## src/rtl/swc_pkg.sv

```systemverilog
package swc_pkg;
   // modulus-control encoding toward the prescaler
   typedef enum logic [0:0] {
      MOD_LOW  = 1'b0,   // prescaler divides by P
      MOD_HIGH = 1'b1    // prescaler divides by P+1
   } swc_mod_e;

   // smallest effective main divide value
   localparam int unsigned SWC_NEFF_MIN = 1;
endpackage

```

## src/rtl/swc_down_counter.sv

```systemverilog
module swc_down_counter #(
   parameter int W        = 10,
   parameter bit SATURATE = 1'b0
) (
   input  logic         clk,
   input  logic         rst_n,
   input  logic         reload,
   input  logic [W-1:0] reload_val,
   output logic [W-1:0] cnt,
   output logic [W-1:0] cnt_next,
   output logic         is_zero
);
   localparam logic [W-1:0] ZERO = '0;
   localparam logic [W-1:0] ONE  = {{(W-1){1'b0}}, 1'b1};

   logic [W-1:0] dec_val;

   generate
      if (W < 1) begin : g_bad_w
         $error("swc_down_counter: W must be at least 1");
      end
      if (SATURATE) begin : g_sat
         // stop at zero until the next reload
         assign dec_val = (cnt == ZERO) ? ZERO : cnt - ONE;
      end else begin : g_wrap
         assign dec_val = cnt - ONE;
      end
   endgenerate

   assign is_zero  = (cnt == ZERO);
   assign cnt_next = reload ? reload_val : dec_val;

   always_ff @(posedge clk or negedge rst_n) begin
      if (!rst_n) cnt <= ZERO;
      else        cnt <= cnt_next;
   end
endmodule

```

## src/rtl/swc_prog_check.sv

```systemverilog
module swc_prog_check #(
   parameter int NW = 10,
   parameter int AW = 7
) (
   input  logic [NW-1:0] n_word,
   input  logic [AW-1:0] a_word,
   output logic [NW-1:0] n_reload,
   output logic [AW-1:0] a_reload,
   output logic          legal
);
   localparam logic [NW-1:0] N_ZERO = '0;
   localparam logic [NW-1:0] N_ONE  = {{(NW-1){1'b0}}, 1'b1};

   logic [NW-1:0] a_ext;

   generate
      if (AW >= NW) begin : g_bad_aw
         $error("swc_prog_check: AW must be smaller than NW");
      end
   endgenerate

   assign a_ext = {{(NW-AW){1'b0}}, a_word};

   // main counter runs Neff-1 .. 0; N of zero acts as one
   assign n_reload = (n_word == N_ZERO) ? N_ZERO : n_word - N_ONE;
   // a < Neff  <=>  a <= Neff-1
   assign legal    = (a_ext <= n_reload);
   assign a_reload = legal ? a_word : '0;
endmodule

```

## src/rtl/swc_divider.sv

```systemverilog
module swc_divider #(
   parameter int NW      = 10,
   parameter int AW      = 7,
   parameter bit OUT_REG = 1'b1
) (
   input  logic          fin_clk,
   input  logic          rst_n,
   input  logic [NW-1:0] n_word,
   input  logic [AW-1:0] a_word,
   output logic          mod_hi,
   output logic          fv
);
   import swc_pkg::*;

   localparam int NMAX = (1 << NW) - 1;

   logic [NW-1:0] n_reload, n_cnt, n_next;
   logic [AW-1:0] a_reload, a_cnt, a_next;
   logic          legal, n_zero, a_zero, terminal;

   generate
      if (NW < 2) begin : g_bad_nw
         $error("swc_divider: NW must be at least 2");
      end
      if (AW < 1) begin : g_bad_aw
         $error("swc_divider: AW must be at least 1");
      end
      if (NMAX < int'(SWC_NEFF_MIN)) begin : g_bad_range
         $error("swc_divider: N range empty");
      end
   endgenerate

   swc_prog_check #(.NW(NW), .AW(AW)) u_prog (
      .n_word  (n_word),
      .a_word  (a_word),
      .n_reload(n_reload),
      .a_reload(a_reload),
      .legal   (legal)
   );

   // both counters reload on the same terminal edge
   assign terminal = n_zero;

   swc_down_counter #(.W(NW), .SATURATE(1'b0)) u_ncnt (
      .clk       (fin_clk),
      .rst_n     (rst_n),
      .reload    (terminal),
      .reload_val(n_reload),
      .cnt       (n_cnt),
      .cnt_next  (n_next),
      .is_zero   (n_zero)
   );

   swc_down_counter #(.W(AW), .SATURATE(1'b1)) u_acnt (
      .clk       (fin_clk),
      .rst_n     (rst_n),
      .reload    (terminal),
      .reload_val(a_reload),
      .cnt       (a_cnt),
      .cnt_next  (a_next),
      .is_zero   (a_zero)
   );

   generate
      if (OUT_REG) begin : g_out_reg
         swc_mod_e mod_q;
         logic     fv_q;
         always_ff @(posedge fin_clk or negedge rst_n) begin
            if (!rst_n) begin
               fv_q  <= 1'b1;
               mod_q <= MOD_LOW;
            end else begin
               fv_q  <= (n_next == '0);
               mod_q <= (a_next != '0) ? MOD_HIGH : MOD_LOW;
            end
         end
         assign fv     = fv_q;
         assign mod_hi = (mod_q == MOD_HIGH);
      end else begin : g_out_comb
         assign fv     = n_zero;
         assign mod_hi = !a_zero;
      end
   endgenerate

   logic unused_ok;
   assign unused_ok = ^{legal, n_cnt, a_cnt};
endmodule

```

## config.mk

```make
export PLATFORM = sky130hd
export DESIGN_NAME = swc_divider
export DESIGN_NICKNAME = d
export VERILOG_FILES = /design/src/rtl/swc_pkg.sv /design/src/rtl/swc_down_counter.sv /design/src/rtl/swc_prog_check.sv /design/src/rtl/swc_divider.sv
export SDC_FILE = /design/constraint.sdc
export NUM_CORES = 1
export LEC_CHECK = 0
export BUFFER_PORTS_ARGS = -buffer_cell sky130_fd_sc_hd__buf_2
export CAP_MARGIN = 20
export CORE_AREA = 2 2 46 80
export CTS_CLUSTER_DIAMETER = 40
export CTS_CLUSTER_SIZE = 24
export DETAILED_ROUTE_END_ITERATION = 6
export DIE_AREA = 0 0 48 82
export PLACE_DENSITY = 0.81
export REMOVE_ABC_BUFFERS = 1
export SKIP_LAST_GASP = 1
export SLEW_MARGIN = 40
export SYNTH_ARGS = -nofsm -noshare
export SYNTH_HDL_FRONTEND = slang
export SYNTH_SLANG_ARGS = --single-unit
```

## constraint.sdc

```tcl
create_clock -name fin_clk -period 2.41 [get_ports fin_clk]
set_clock_uncertainty 0.05 [all_clocks]
set_input_delay 0.482 -clock fin_clk [delete_from_list [all_inputs] [get_ports fin_clk]]
set_output_delay 0.482 -clock fin_clk [all_outputs]
set_load 0.02 [all_outputs]
```

# After elaboration in Yosys (flattened, before gate mapping)
# Index checks and enable logic that the tools add are counted.
[classes]
addsub = 3
order_cmp = 1
muxes = 6
n_reduce_logical = 5
[op_table]
columns = ["op", "n"]
rows = [
  ["$logic_not A10 Y1", 3],
  ["$mux W7", 3],
  ["$mux W10", 2],
  ["$sub A10 B1 Y10 const B", 2],
  ["$le A7 B10 Y1", 1],
  ["$logic_not A7 Y1", 1],
  ["$reduce_bool A7 Y1", 1],
  ["$sub A7 B1 Y7 const B", 1],
  ["$mux W1", 1],
]
[totals]
reg_bits = 19
inputBits = 19
out_inout_bits = 2

# Logic depth before layout (Yosys ltp)
[depth]
ltp_word = 7
ltp_mapped = 15
mapped_depth_nobuf = 13

# Modules after synthesis
# A second synthesis with hierarchy kept.
[unflattened]
cells_unflattened = 180
hier_area_um2 = 1576.5
[by_module_without_submodules]
columns = ["module", "n_inst", "cells_each", "area_each_um2", "seq_area_each_um2"]
rows = [
  ["swc_down_counter at u_ncnt", 1, 56, 523.0, 250.2],
  ["swc_prog_check", 1, 74, 519.2, 0.0],
  ["swc_down_counter at u_acnt", 1, 42, 440.4, 175.2],
  ["swc_divider", 1, 8, 93.8, 51.3],
]

# Worst setup path before layout
# No wires, ideal clock.
[synth_timing]
kind = "input to register"
start = "in n_word[0]"
end = "reg u_acnt.cnt[2]"
arrival_ps = 3605
t_required_ps = 2282
path_slack_ps = -1323
path_stages = 15
path_buffers = 2
path_cell_list = "inv_1 > ha_1 > or4b_1 > buf_2 > or3_1 > buf_6 > and2_2 > inv_1 > ha_1 > and4_1 > o221a_2 > o21ai_0 > nor2_1 > a2111oi_4 > o2bb2ai_1"
[synth_between]
elab_chain_len = 5
[synth_rtl]
columns = ["element", "line_no", "source"]
rows = [
  ["start, declared", "swc_divider.sv:8", "input logic [NW-1:0] n_word,"],
  ["$sub A10 B1 Y10 / $logic_not A10 Y1 (equally long branches)", "swc_prog_check.sv:25", "assign n_reload = (n_word == N_ZERO) ? N_ZERO : n_word - N_ONE;"],
  ["$mux W10 (*)", "swc_prog_check.sv:25", ""],
  ["$le A7 B10 Y1 (*)", "swc_prog_check.sv:27", "assign legal = (a_ext <= n_reload);"],
  ["$mux W7 (*)", "swc_prog_check.sv:28", "assign a_reload = legal ? a_word : '0;"],
  ["$mux W7 (*)", "swc_down_counter.sv:31", "assign cnt_next = reload ? reload_val : dec_val;"],
  ["named net a_next[2]", "swc_divider.sv:18", "logic [AW-1:0] a_reload, a_cnt, a_next;"],
  ["end signal, assigned", "swc_down_counter.sv:35", "else cnt <= cnt_next;"],
  ["end, declared", "swc_down_counter.sv:9", "output logic [W-1:0] cnt,"],
]
# The timed path passes the listed nets; every way through them passes the cells marked *.

# Final worst setup path
[layout_timing]
start = "in n_word[1]"
end = "reg u_acnt.cnt[5]"
# The elaborated chain is that of the path after synthesis.

==> flow_summary.json <==
{
  "io_buffers": 20,
  "first_pass_iters": 4,
  "criticalPathCategory": "input pin to flip-flop",
  "worst_slack_ns": -0.908,
  "rsz0062_at_grt": "true",
  "cts.sinks": 19,
  "cp_cell_sequence": "buf_6 > inv_4 > ha_4 > or4b_4 > buf_4 > a21oi_1 > a21oi_1 > ha_1 > and4_1 > o221a_2 > o21ai_2 > nor2_2 > a2111oi_4 > buf_6 > o2bb2ai_4",
  "crit_path_end_kind": "flip-flop",
  "final_cells": 293,
  "synth_ff_type": "dfrtp_1",
  "pin_count": 21,
  "p_clk_frac": 0.155,
  "synth-edff-count": 0,
  "drc": 0,
  "wl_per_cell_um": 17.0,
  "clk_latency_ns": 0.25,
  "pwr-share-comb": 0.514,
  "finalWirelength_um": 4980,
  "cp.required_ns": 2.53,
  "holdBufCountCts": 0,
  "postPlaceCellArea_um2": 2070,
  "cp_num_buf_inv": 4,
  "postLayoutCellArea_um2": 2340,
  "p_int_mw": 0.864,
  "p_seq_frac": 0.331,
  "cp_slowest_cell": "or4b_4",
  "cp.arrival_ns": 3.44,
  "synth-seq-area-share": 0.292,
  "grtUsageTotal": 0.284,
  "rows": 28,
  "cts_tree": "built",
  "grt_pass1_wl_um": 7810,
  "p_total_mw": 1.39,
  "htree_levels": 1,
  "p_sw_mw": 0.522,
  "antenna_found_initial": 0,
  "root_buffer": "clkbuf_8",
  "dieWidth_um": 48,
  "switching_share": 0.377,
  "viasPerCell": 5.85,
  "post-place-ws_ns": -1.25,
  "grt_pass1_vias": 1786,
  "grtUsageMet2": 0.536,
  "syn_to_final_growth_pct": 43.4,
  "postSynthCellCount": 180,
  "max_slew_margin": 0.721,
  "via_count": 1714,
  "crit_family": "compound AO/OA/AOI/OAI gates",
  "power_density_nw_per_um2": 593,
  "drt_iter0_markers": 35,
  "drv_cap": 0,
  "cts_buffers": 3,
  "synthArstFlopShare": 1.00,
  "layout-drive-gt1-share": 0.468,
  "start_util": 0.490,
  "path_clk_slew_ns": 0.07,
  "startpoint_type": "input pin",
  "core_um2": 3330,
  "gp_congestion": 0.889,
  "overflow": 0,
  "synth_area_per_cell_um2": 9.06,
  "tightest_slew_ns": 0.413,
  "setup_viol": 9,
  "dp.cells": 285,
  "num_antenna_cells": 0,
  "timing.fmax_mhz": 301,
  "crit_path_max_fanout": 8,
  "die-area_um2": 3940,
  "violations": "negative setup slack",
  "hpwl_um": 3670,
  "die_h_um": 82,
  "final-hold-violation-count": 0,
  "final_cell_mix": "52 x buf_4, 18 x buf_2, 18 x dfrtp_1",
  "status": "finished, violations left",
  "met3_usage": 0.0154,
  "slew_violations": 0,
  "grt_max_degree": 20,
  "timing.final.crit_share": 1.38,
  "grt.met1_usage": 0.263,
  "hold_path_class": "input pin to asynchronous set/reset pin",
  "grt-busiest-layer": "met2",
  "synth-seq-cells": 19,
  "final_common_cell": "buf_4",
  "yosysUniqueCellTypes": 51,
  "nets": 278,
  "ir_worst_vdd_mv": 0.310,
  "leakagePower_nw": 0.995,
  "ant_nets": 0,
  "yosysWarnings": 0,
  "netlist_area_um2": 1630,
  "period_minus_slack_ns": 3.32,
  "slowest_delay_ns": 0.45,
  "cts.path.max_buffers": 2
}
repair_timing:
| action | 4_1_cts | 5_1_grt |
|---|---|---|
| setup buffers | 3 | 1 |
| resized for setup | 26 | 12 |
| endpoints found under the hold margin | 0 | 0 |
| pin swaps | 12 | 9 |
| setup endpoints to repair | 9 | 10 |
power by group through the flow:
stage | clock (mW) | combinational, mW | sequential (mW)
global route | 0.230 | 0.756 | 0.468
CTS | 0.220 | 0.660 | 0.459
global placement | 0 | 0.606 | 0.462
finish | 0.214 | 0.713 | 0.459
floorplan | 0 | 0.293 | 0.490
detailed placement | 0 | 0.623 | 0.465
path summary, 6_finish.rpt:
kind,startpoint,endpoint,slack [ns],depth (start not counted)
setup / recovery,n_word[1],u_acnt.cnt[5],-0.91,15
hold / removal,rst_n,u_acnt.cnt[0],0.11,1
setup reg to reg,u_ncnt.cnt[1],fv,-0.18,8
hold reg to reg,u_acnt.cnt[0],u_acnt.cnt[0],0.48,1
max in group asynchronous,rst_n,fv,1.87,1
min in group fin_clk,a_word[0],u_acnt.cnt[0],0.43,2
area by class of cell:
class                   count  area (um2)
flip-flops and latches     19         477
fillers                   252         991
repair buffers             74         526
multi-input cells         141        1190
well taps                  45        56.3
inverters                  10        42.5
clock buffers               4        45.0
worst reg2reg max path, delay by kind of cell, from the launching register on:
| kind | cells | cell delay [ns] |
|---|---|---|
| simple gates | 3 | 1.30 |
| compound gates | 2 | 0.41 |
| flops | 1 | 0.38 |
| fa+ha+maj | 1 | 0.15 |
| xor+xnor | 1 | 0.12 |
| buf+inv | 1 | 0.09 |
metrics by stage:
| stage | utilization | TNS, ns | hold WS (ns) |
|---|---|---|---|
| 6_report | 0.702 | -7.42 | 0.110 |
| 2_1_floorplan | - | -11.10 | 0.136 |
| 5_1_grt | 0.702 | -8.09 | 0.147 |
| 3_3_place_gp | 0.623 | -9.82 | 0.385 |
| 4_1_cts | 0.681 | -6.55 | 0.121 |
| 3_5_place_dp | 0.623 | -10.59 | 0.400 |
Yosys cell counts (all sizes together) (4+ instances only):
master   count  share of area
o2bb2ai      8          0.043
nor3         8          0.031
inv         10          0.023
xor2         8          0.043
xnor2        7          0.038
o21ai        5          0.015
nand2       13          0.035
dfrtp       18           0.28
ha          10          0.077
nor2        16          0.037
buf          9          0.051
or4          4          0.021
or3          4          0.016
o31ai        4          0.018
a21oi       14          0.045
nor4         6          0.023
routing by layer:
metal | vias up | part of all wire
met5 | - | 0
met3 | 30 | 0.025
met4 | 0 | 0.073
met2 | 65 | 0.56
li1 | 801 | -
met1 | 818 | 0.34
state kept, by name (all words and copies together) (netlist names):
signal      cells
fv              1
u_ncnt.cnt     10
u_acnt.cnt      7
mod_hi          1
cells by family (layout without fill, tap and decap cells):
family          count (synthesis)  after routing  synth area share
mux                             3              3            0.0184
flops                          19             19             0.292
fa+ha+maj                      10             10            0.0767
simple gates                   68             68             0.236
buf+inv                        20             88            0.0767
xor+xnor                       15             15            0.0806
compound gates                 45             45             0.220
(Power assumes the default switching activity.)
